**src/rtl/cfg_cpl_gate_pkg.sv**
```systemverilog
package cfg_cpl_gate_pkg;

    typedef enum logic {
        ORIGIN_CPU = 1'b0,
        ORIGIN_DEV = 1'b1
    } origin_e;

    typedef enum logic [1:0] {
        KIND_MEM    = 2'd0,
        KIND_IO     = 2'd1,
        KIND_CFG_RD = 2'd2,
        KIND_CFG_WR = 2'd3
    } kind_e;

    typedef struct packed {
        logic busy;
        logic tag;
        logic done;
    } ent_flags_t;

    function automatic logic needs_ordering(input logic origin, input logic [1:0] kind);
        return (origin == ORIGIN_CPU) && (kind == KIND_CFG_RD || kind == KIND_CFG_WR);
    endfunction

endpackage

```
**src/rtl/cgate_entry.sv**
```systemverilog
module cgate_entry
    import cfg_cpl_gate_pkg::*;
#(
    parameter int DATA_W = 16
) (
    input  logic              clk,
    input  logic              rst,
    input  logic              alloc_hit,
    input  logic              alloc_tag,
    input  logic              fill_hit,
    input  logic [DATA_W-1:0] fill_data,
    input  logic              free_hit,
    output ent_flags_t        flags,
    output logic [DATA_W-1:0] data
);

    ent_flags_t           flags_q;
    logic [DATA_W-1:0]    data_q;

    always_ff @(posedge clk) begin
        if (rst) begin
            flags_q <= '0;
            data_q  <= '0;
        end else if (free_hit) begin
            flags_q <= '0;
        end else if (alloc_hit && !flags_q.busy) begin
            flags_q.busy <= 1'b1;
            flags_q.tag  <= alloc_tag;
            flags_q.done <= 1'b0;
        end else if (fill_hit && flags_q.busy && !flags_q.done) begin
            flags_q.done <= 1'b1;
            data_q       <= fill_data;
        end
    end

    assign flags = flags_q;
    assign data  = data_q;

endmodule

```
**src/rtl/cgate_prio_arb.sv**
```systemverilog
module cgate_prio_arb #(
    parameter int N   = 8,
    parameter int IDW = (N > 1) ? $clog2(N) : 1
) (
    input  logic [N-1:0]   req,
    output logic [N-1:0]   grant,
    output logic [IDW-1:0] grant_idx,
    output logic           grant_any
);

    always_comb begin
        grant     = '0;
        grant_idx = '0;
        grant_any = 1'b0;
        for (int i = 0; i < N; i++) begin
            if (req[i] && !grant_any) begin
                grant_any = 1'b1;
                grant[i]  = 1'b1;
                grant_idx = IDW'(i);
            end
        end
    end

endmodule

```
**src/rtl/cfg_cpl_gate.sv**
```systemverilog
module cfg_cpl_gate
    import cfg_cpl_gate_pkg::*;
#(
    parameter int DEPTH  = 8,
    parameter int DATA_W = 16,
    parameter int N_SRC  = 3,
    parameter int ID_W   = $clog2(DEPTH)
) (
    input  logic              clk,
    input  logic              rst,
    input  logic              alloc_valid,
    input  logic [ID_W-1:0]   alloc_id,
    input  logic              alloc_origin,
    input  logic [1:0]        alloc_kind,
    input  logic              fill_valid,
    input  logic [ID_W-1:0]   fill_id,
    input  logic [DATA_W-1:0] fill_data,
    input  logic [N_SRC-1:0]  msi_pending,
    output logic              cpl_valid,
    input  logic              cpl_ready,
    output logic [ID_W-1:0]   cpl_id,
    output logic [DATA_W-1:0] cpl_data,
    output logic              cpl_tagged
);

    localparam int LAST = DEPTH - 1;

    ent_flags_t        ent_flags [DEPTH];
    logic [DATA_W-1:0] ent_data  [DEPTH];
    logic [DEPTH-1:0]  ent_done;
    logic [DEPTH-1:0]  ent_tag;
    logic [DEPTH-1:0]  eligible;
    logic [DEPTH-1:0]  grant;
    logic              msi_any;
    logic              alloc_tag;

    assign msi_any   = |msi_pending;
    assign alloc_tag = needs_ordering(alloc_origin, alloc_kind);

    for (genvar g = 0; g <= LAST; g++) begin : g_ent
        logic alloc_hit;
        logic fill_hit;
        logic free_hit;

        assign alloc_hit = alloc_valid && (alloc_id == ID_W'(g));
        assign fill_hit  = fill_valid  && (fill_id  == ID_W'(g));
        assign free_hit  = grant[g] && cpl_ready;

        cgate_entry #(.DATA_W(DATA_W)) u_entry (
            .clk       (clk),
            .rst       (rst),
            .alloc_hit (alloc_hit),
            .alloc_tag (alloc_tag),
            .fill_hit  (fill_hit),
            .fill_data (fill_data),
            .free_hit  (free_hit),
            .flags     (ent_flags[g]),
            .data      (ent_data[g])
        );

        assign ent_done[g] = ent_flags[g].done;
        assign ent_tag[g]  = ent_flags[g].tag;
        assign eligible[g] = ent_flags[g].done && !(ent_flags[g].tag && msi_any);
    end

    cgate_prio_arb #(.N(DEPTH), .IDW(ID_W)) u_arb (
        .req       (eligible),
        .grant     (grant),
        .grant_idx (cpl_id),
        .grant_any (cpl_valid)
    );

    assign cpl_data   = ent_data[cpl_id];
    assign cpl_tagged = ent_tag[cpl_id];

endmodule

```
**config.mk**
```make
export PLATFORM = sky130hd
export DESIGN_NAME = cfg_cpl_gate
export DESIGN_NICKNAME = d
export VERILOG_FILES = /design/src/rtl/cfg_cpl_gate_pkg.sv /design/src/rtl/cgate_entry.sv /design/src/rtl/cgate_prio_arb.sv /design/src/rtl/cfg_cpl_gate.sv
export SDC_FILE = /design/constraint.sdc
export NUM_CORES = 1
export LEC_CHECK = 0
export ABC_AREA = 1
export BUFFER_PORTS_ARGS = -buffer_cell sky130_fd_sc_hd__buf_2
export CORE_ASPECT_RATIO = 0.75
export CORE_MARGIN = 4
export CORE_UTILIZATION = 25
export DETAILED_ROUTE_END_ITERATION = 8
export GPL_ROUTABILITY_DRIVEN = 0
export HOLD_SLACK_MARGIN = 0.15
export MAX_ROUTING_LAYER = met4
export PLACE_DENSITY = 0.44
export RECOVER_POWER = 100
export SLEW_MARGIN = 20
export SYNTH_ARGS = -nofsm -noshare
export SYNTH_HDL_FRONTEND = slang
export SYNTH_SLANG_ARGS = --single-unit
```
**constraint.sdc**
```tcl
create_clock -name clk -period 2 [get_ports clk]
set_input_delay 0.4 -clock clk [delete_from_list [all_inputs] [get_ports clk]]
set_output_delay 0.4 -clock clk [all_outputs]
set_load 0.01 [all_outputs]
```
# ---- Yosys cells after proc, flatten, opt, wreduce, memory -nomap -nowiden
# Index checks and enable logic that the tools add are counted.
dict set report totals {
  ff_bits 152
  input_bits 33
  out_inout_bits 21
}
dict set report op_classes {
  n_lt_le_gt_ge 2
  n_eq_ne 16
  n_mux 27
  bitwise 18
  n_reduce_logical 131
}
# operator n
set ops {}
lappend ops {{1-bit logical AND} 72}
lappend ops {{16-bit binary-select mux with 3-bit select} 1}
lappend ops {{16-bit 2-to-1 mux} 2}
lappend ops {{1-bit logical NOT} 31}
lappend ops {{3-bit OR reduction} 9}
lappend ops {{3-bit equality test, second input constant} 8}
lappend ops {{3-bit AND reduction} 8}
lappend ops {{1-bit 2-to-1 mux} 17}
lappend ops {{1-bit inverter} 17}
lappend ops {{2-bit OR reduction} 8}
lappend ops {{3-bit by 2-bit equality test with 1-bit output, second input constant} 4}
lappend ops {{3-bit 2-to-1 mux} 4}
lappend ops {{3-bit by 1-bit equality test with 1-bit output, second input constant} 2}
lappend ops {{3-bit logical NOT} 2}
lappend ops {{2-bit equality test, second input constant} 2}
lappend ops {{4-bit >= comparator, second input constant} 1}
lappend ops {{3-bit by 4-bit less-than comparator with 1-bit output, second input constant} 1}
lappend ops {{2-bit 2-to-1 mux} 2}
lappend ops {{3-bit inverter with 4-bit output} 1}
lappend ops {{1-bit binary-select mux with 3-bit select} 1}
lappend ops {{1-bit logical OR} 1}

# ---- Depth between registers and ports, before layout
dict set report logic_depth {
  ltp_word 30
  depth_mapped 17
  mapped_depth_nobuf 15
}

# ---- Modules after synthesis
# A second synthesis with hierarchy kept.
dict set report hier_totals {
  hier_cells 1509
  area_unflattened_um2 9286.4
}
# module instances cells_per_inst area_per_inst_um2 seq_area_each_um2
set modules_own_cells {}
lappend modules_own_cells {cgate_entry 8 120 875.8 380.4}
lappend modules_own_cells {cfg_cpl_gate 1 517 2114.5 0.0}
lappend modules_own_cells {cgate_prio_arb 1 32 165.2 0.0}

# ---- Least setup slack after synthesis
# OpenSTA, ideal clock, no wires.
dict set report synth_path {
  kind {input to output}
  startpoint {input msi_pending[2]}
  endpoint {output cpl_data[1]}
  arrival_ns 1.783
  t_required_ns 1.600
  slack_ns -0.183
  path_stages 17
  path_buffers 2
  cell_sequence {nor2_2 -> nand2_4 -> nand2_1 -> nand2_1 -> nand3_1 -> nor2_1 -> nor2_1 -> nand2_1 -> inv_2 -> nand2_2 -> buf_6 -> buf_6 -> nand2_1 -> nand3_1 -> nand2_1 -> nand2_1 -> nand2_1}
}
dict set report synth_between {
  elab_chain_cells 30
  word_cells_on_any_way 57
}
# item line
set synth_rtl {}
lappend synth_rtl {{start, declared} cfg_cpl_gate.sv:18} ;# input logic [N_SRC-1:0] msi_pending,
lappend synth_rtl {{3-bit OR reduction (*)} cfg_cpl_gate.sv:37} ;# assign msi_any = |msi_pending;
lappend synth_rtl {{1-bit logical AND} cfg_cpl_gate.sv:63} ;# assign eligible[g] = ent_flags[g].done && !(ent_flags[g].tag && msi_any);
lappend synth_rtl {{1-bit logical NOT} cfg_cpl_gate.sv:63}
lappend synth_rtl {{1-bit logical AND} cfg_cpl_gate.sv:63}
lappend synth_rtl {{1-bit 2-to-1 mux} cgate_prio_arb.sv:16} ;# if (req[i] && !grant_any) begin
lappend synth_rtl {{1-bit logical NOT} cgate_prio_arb.sv:16}
lappend synth_rtl {{1-bit logical AND} cgate_prio_arb.sv:16}
lappend synth_rtl {{1-bit 2-to-1 mux} cgate_prio_arb.sv:16}
lappend synth_rtl {{(+14 left out)} n/a}
lappend synth_rtl {{1-bit 2-to-1 mux} cgate_prio_arb.sv:16}
lappend synth_rtl {{1-bit logical NOT} cgate_prio_arb.sv:16}
lappend synth_rtl {{1-bit logical AND} cgate_prio_arb.sv:16}
lappend synth_rtl {{3-bit 2-to-1 mux (*)} cgate_prio_arb.sv:16}
lappend synth_rtl {{net cpl_id[0]} cfg_cpl_gate.sv:21} ;# output logic [ID_W-1:0] cpl_id,
lappend synth_rtl {{3-bit inverter with 4-bit output (not written as such) (*)} cfg_cpl_gate.sv:73} ;# assign cpl_data = ent_data[cpl_id];
lappend synth_rtl {{16-bit binary-select mux with 3-bit select (*)} cfg_cpl_gate.sv:73}
lappend synth_rtl {{16-bit 2-to-1 mux (not written as such) (*) (2 in a row)} cfg_cpl_gate.sv:73}
lappend synth_rtl {{end, declared} cfg_cpl_gate.sv:22} ;# output logic [DATA_W-1:0] cpl_data,
# The timed path passes the listed nets; every way through them passes the cells marked *. The select of a mux whose other input is x is not followed.

# ---- Worst setup path in the final report
dict set report layout_path {
  startpoint {register g_ent[0].u_entry.flags_q, in the netlist g_ent[0].u_entry.flags[1]}
  endpoint {output cpl_data[0]}
}
dict set report layout_between {
  elab_chain_cells 29
  word_cells_on_any_way 35
}
# item line
set layout_rtl {}
lappend layout_rtl {{start, declared} cgate_entry.sv:17} ;# ent_flags_t flags_q;
lappend layout_rtl {{1-bit logical AND (*)} cfg_cpl_gate.sv:63}
lappend layout_rtl {{1-bit logical NOT (*)} cfg_cpl_gate.sv:63}
lappend layout_rtl {{1-bit logical AND (*)} cfg_cpl_gate.sv:63}
lappend layout_rtl {{1-bit 2-to-1 mux (*)} cgate_prio_arb.sv:16}
lappend layout_rtl {{1-bit logical NOT} cgate_prio_arb.sv:16}
lappend layout_rtl {{1-bit logical AND} cgate_prio_arb.sv:16}
lappend layout_rtl {{1-bit 2-to-1 mux} cgate_prio_arb.sv:16}
lappend layout_rtl {{1-bit logical NOT} cgate_prio_arb.sv:16}
lappend layout_rtl {{(+12 left out)} n/a}
lappend layout_rtl {{1-bit logical AND} cgate_prio_arb.sv:16}
lappend layout_rtl {{1-bit 2-to-1 mux} cgate_prio_arb.sv:16}
lappend layout_rtl {{1-bit logical NOT} cgate_prio_arb.sv:16}
lappend layout_rtl {{1-bit logical AND} cgate_prio_arb.sv:16}
lappend layout_rtl {{3-bit 2-to-1 mux (*)} cgate_prio_arb.sv:16}
lappend layout_rtl {{3-bit inverter with 4-bit output (not written as such) (*)} cfg_cpl_gate.sv:73}
lappend layout_rtl {{16-bit binary-select mux with 3-bit select (*)} cfg_cpl_gate.sv:73}
lappend layout_rtl {{16-bit 2-to-1 mux (not written as such) (*) (2 in a row)} cfg_cpl_gate.sv:73}
# Every way passes the cells marked *; elsewhere a longest branch is shown, timed or not. The select of a mux whose other input is x is not followed.

==> results.txt <==
Status = finished with violations
Violated checks = negative setup slack
Last element of the critical path = cpl_data[0]
Number of enable flip-flop cells after synthesis = 0
Syn. warnings = 0
Multi-input gate area in the final layout = 3380 um^2
Most numerous cell in the Yosys netlist = inv_1
Vias in the first global route = 6610
Crit Reg-Reg Startpoint = g_ent[0].u_entry.flags[1]$_SDFFE_PP0P_
Pin count of the biggest net entering global routing = 59
Summed instance area of the synthesized netlist = 7260 um^2
Floorplan row count = 53
Source of the critical timing path = g_ent[0].u_entry.flags[1]$_SDFFE_PP0P_
# nets final = 1178
Average instance area after synthesis = 6.72 um^2
CTS Buffer Depth = 2
Clock edge transition at the registers on the reported setup and hold paths = 70 ps
Kind of start point of the critical path = register
Most used DFF post-synth = dfxtp_1
Post-synthesis async set-or-reset flop share = 0
Cell Count Post-Placement = 1508
Die Outline Area = 31900 um^2
Worst Slack Setup Final = -736 ps
Detailed Place HPWL = 15.4 mm
End of the worst register-to-register path = g_ent[7].u_entry.flags[1]$_SDFFE_PP0P_
Initial antenna violation count = 0
Final hold vios = 0
Number of DRC violations after detailed routing = 0
Cell Pwr Density = 721 nW/um^2
Share of the core filled with cells = 0.328
Final clock period utilization by the worst path = 1.37
Cell count after synthesis = 1080
Top achievable clock speed = 0.366 GHz
Global-route usage over all layers = 0.157
Initial Util = 0.256
Transition at the pin with the smallest max-transition slack = 458 ps
Register-to-Register Path Depth = 9
Synth cell count leaders = inv_1 (189), nand2_1 (186), dfxtp_1 (152)
Min cycle time layout = 2740 ps
RSZ-0062 raised after global routing = yes
TritonCTS Sinks = 152
Slack of the worst reg-to-reg path = 380 ps
Area Growth Syn to Fin = 27.8%
Hold-fix buffers, CTS = 0
Family with the most delay on the worst path = simple AND/OR/NAND/NOR gates
Buffers & Inverters on Critical Path = 2
Number of iterations in the first detailed-routing pass = 5
CP endpoint kind = primary output
Largest stage delay on the critical path = 340 ps
Iteration-0 DRC Markers = 537
Worst Clk Skew = 10.5 ps
Wire length per cell = 15.5 um
Smallest hold slack = 326 ps
Inserted Clock Buffers = 17
Top fanout value on the critical path = 7
Crit-path cells = nand2_2 > nand2_4 > nand4_4 > nor2_4 > nand4_4 > nand2_8 > bufbuf_16 > nand2_1 > nand3_1 > nand2_1 > nand2_1 > nand2_2 > buf_2
Worst skew pair latency = 430 ps
Max-slew violations = 0
Cell type contributing the most total cell area after synthesis = dfxtp_1
Number of setup violations in the final report = 20
Area of the placeable core = 28300 um^2
Count of filler cells inserted in the layout = 3095
Clock tree from TritonCTS = done
Die X = 205 um
Routed vias = 6870
Share of the synthesized area in the top cell type = 0.419
Headroom to the max-slew limit = 0.692
Number of buffers added on ports = 52
Post-Place Worst Slack = -646 ps
Maximum VDD drop = 0.591 mV
Number of register bits inferred by synthesis = 152
Cell type with the highest occurrence count on the critical path = nand2_1
Gr ovfl total = 0
Root buf cell = clkbuf_16
Vias per cell = 4.45
Required time of the critical path = 1600 ps
Kind of critical path = register to primary output
Share of final-layout standard cells stronger than drive strength 1 = 0.178
Type of the most critical hold path = input pin to register
Leakage power summed over all cells = 3.96 nW
Setup TNS after final layout = -12490 ps
Instance count on the critical path = 13
Number of top-level pins = 54
Largest cells by area after synthesis = dfxtp_1 (42%), inv_1 (9.8%), nand2_1 (9.6%), nand3_1 (9.6%), a21oi_1 (8.9%)
Count of cell types in the netlist = 30
Die height = 156 um
Wire length reported by the detailed router = 24.0 mm
Register area share after synthesis = 0.419
Number of cells in the finished layout apart from fillers = 1543
Level count of the clock H-tree = 4
Max stage delay cell, worst path = dfxtp_2
Critical path arrival = 2340 ps
Post-Syn Nets = 1113
Area taken by flip-flops and latches = 3050 um^2
Antenna cells = 0
Final antenna-violating net count = 0
Max_cap viols = 0
First-pass GRT wire length = 38.3 mm
sequential cells by signal (all words and copies together) (netlist names):
name,flops
g_ent.u_entry.data,128
g_ent.u_entry.flags,24
cell usage in the layout (no fill, tap or decap), drive strengths merged:
cell	n
bufbuf	1
clkinvlp	1
nand3b	1
o31ai	2
clkinv	4
buf	113
a21oi	129
a21boi	1
nand2	188
a211oi	17
o21ai	129
clkbuf	18
bufinv	1
nand3	141
nor2	39
nor3	8
nor4	8
dfxtp	152
nand4	3
inv	202
per-stage QoR:
stage	power (mW)	cell area (um^2)
after CTS	6.76	9190
final	6.68	9280
after detailed placement	3.51	8480
after global routing	6.96	9280
after global placement	3.51	8480
after floorplan	3.33	7370
cells by family after synthesis:
kind of cell           Yosys count  synth area share
AOI/OAI and AO/OA              278             0.199
buffers and inverters          262             0.143
DFF                            152             0.419
and+or+nand+nor                388             0.239
per-layer routing:
| layer | GRT usage | vias to the layer above | routed length [um] |
|---|---|---|---|
| li1 | - | 3613 | - |
| met1 | 0.225 | 3152 | 12500 |
| met2 | 0.234 | 86 | 10400 |
| met3 | 0.0283 | 19 | 768 |
| met4 | 0.0316 | 0 | 251 |
| met5 | - | - | 0 |
worst reg2reg max path, cell delays in order, from the launching register on:
cell and delay (ps):
dfxtp_2 340, nand2_2 70, nand2_4 90, nand4_4 120
nor2_4 140, nand4_4 200, buf_4 220, o21ai_0 130
buf_4 150, a211oi_1 40
power breakdown:
| part | total [mW] | internal (mW) | leakage [nW] | switching, mW |
|---|---|---|---|---|
| Combinational | 0.391 | 0.133 | 2.45 | 0.258 |
| Clock | 3.24 | 1.77 | 0.283 | 1.47 |
| Sequential | 3.06 | 3.05 | 1.23 | 0.0101 |
area by class of cell:
class	count	share of cell area
clock inverter	14	0.0167
clock buffer	18	0.0463
tap	385	0.0519
inverter	194	0.0785
sequential	152	0.329
multi-input combinational	666	0.364
timing repair buffer	114	0.114
worst min-delay path by stage:
stage,to,start,cells after the start,slack [ps]
after floorplan,g_ent[4].u_entry.flags[1]$_SDFFE_PP0P_,g_ent[4].u_entry.flags[1]$_SDFFE_PP0P_,2,440
after global placement,g_ent[4].u_entry.flags[1]$_SDFFE_PP0P_,g_ent[4].u_entry.flags[1]$_SDFFE_PP0P_,2,450
after detailed placement,g_ent[6].u_entry.flags[1]$_SDFFE_PP0P_,g_ent[6].u_entry.flags[1]$_SDFFE_PP0P_,2,450
after CTS,g_ent[3].u_entry.flags[0]$_SDFFE_PP0P_,cpl_ready,4,310
after global routing,g_ent[0].u_entry.data[4]$_SDFFE_PP0P_,fill_data[4],3,340
final,g_ent[3].u_entry.flags[0]$_SDFFE_PP0P_,cpl_ready,4,330
what timing repair did:
item                                    CTS  global route
endpoints found under the setup margin   21            20
gates cloned                              1             0
gates resized for setup                  21            21
setup buffers                             2             1
pin swaps                                 1             2
(Power assumes the default switching activity.)
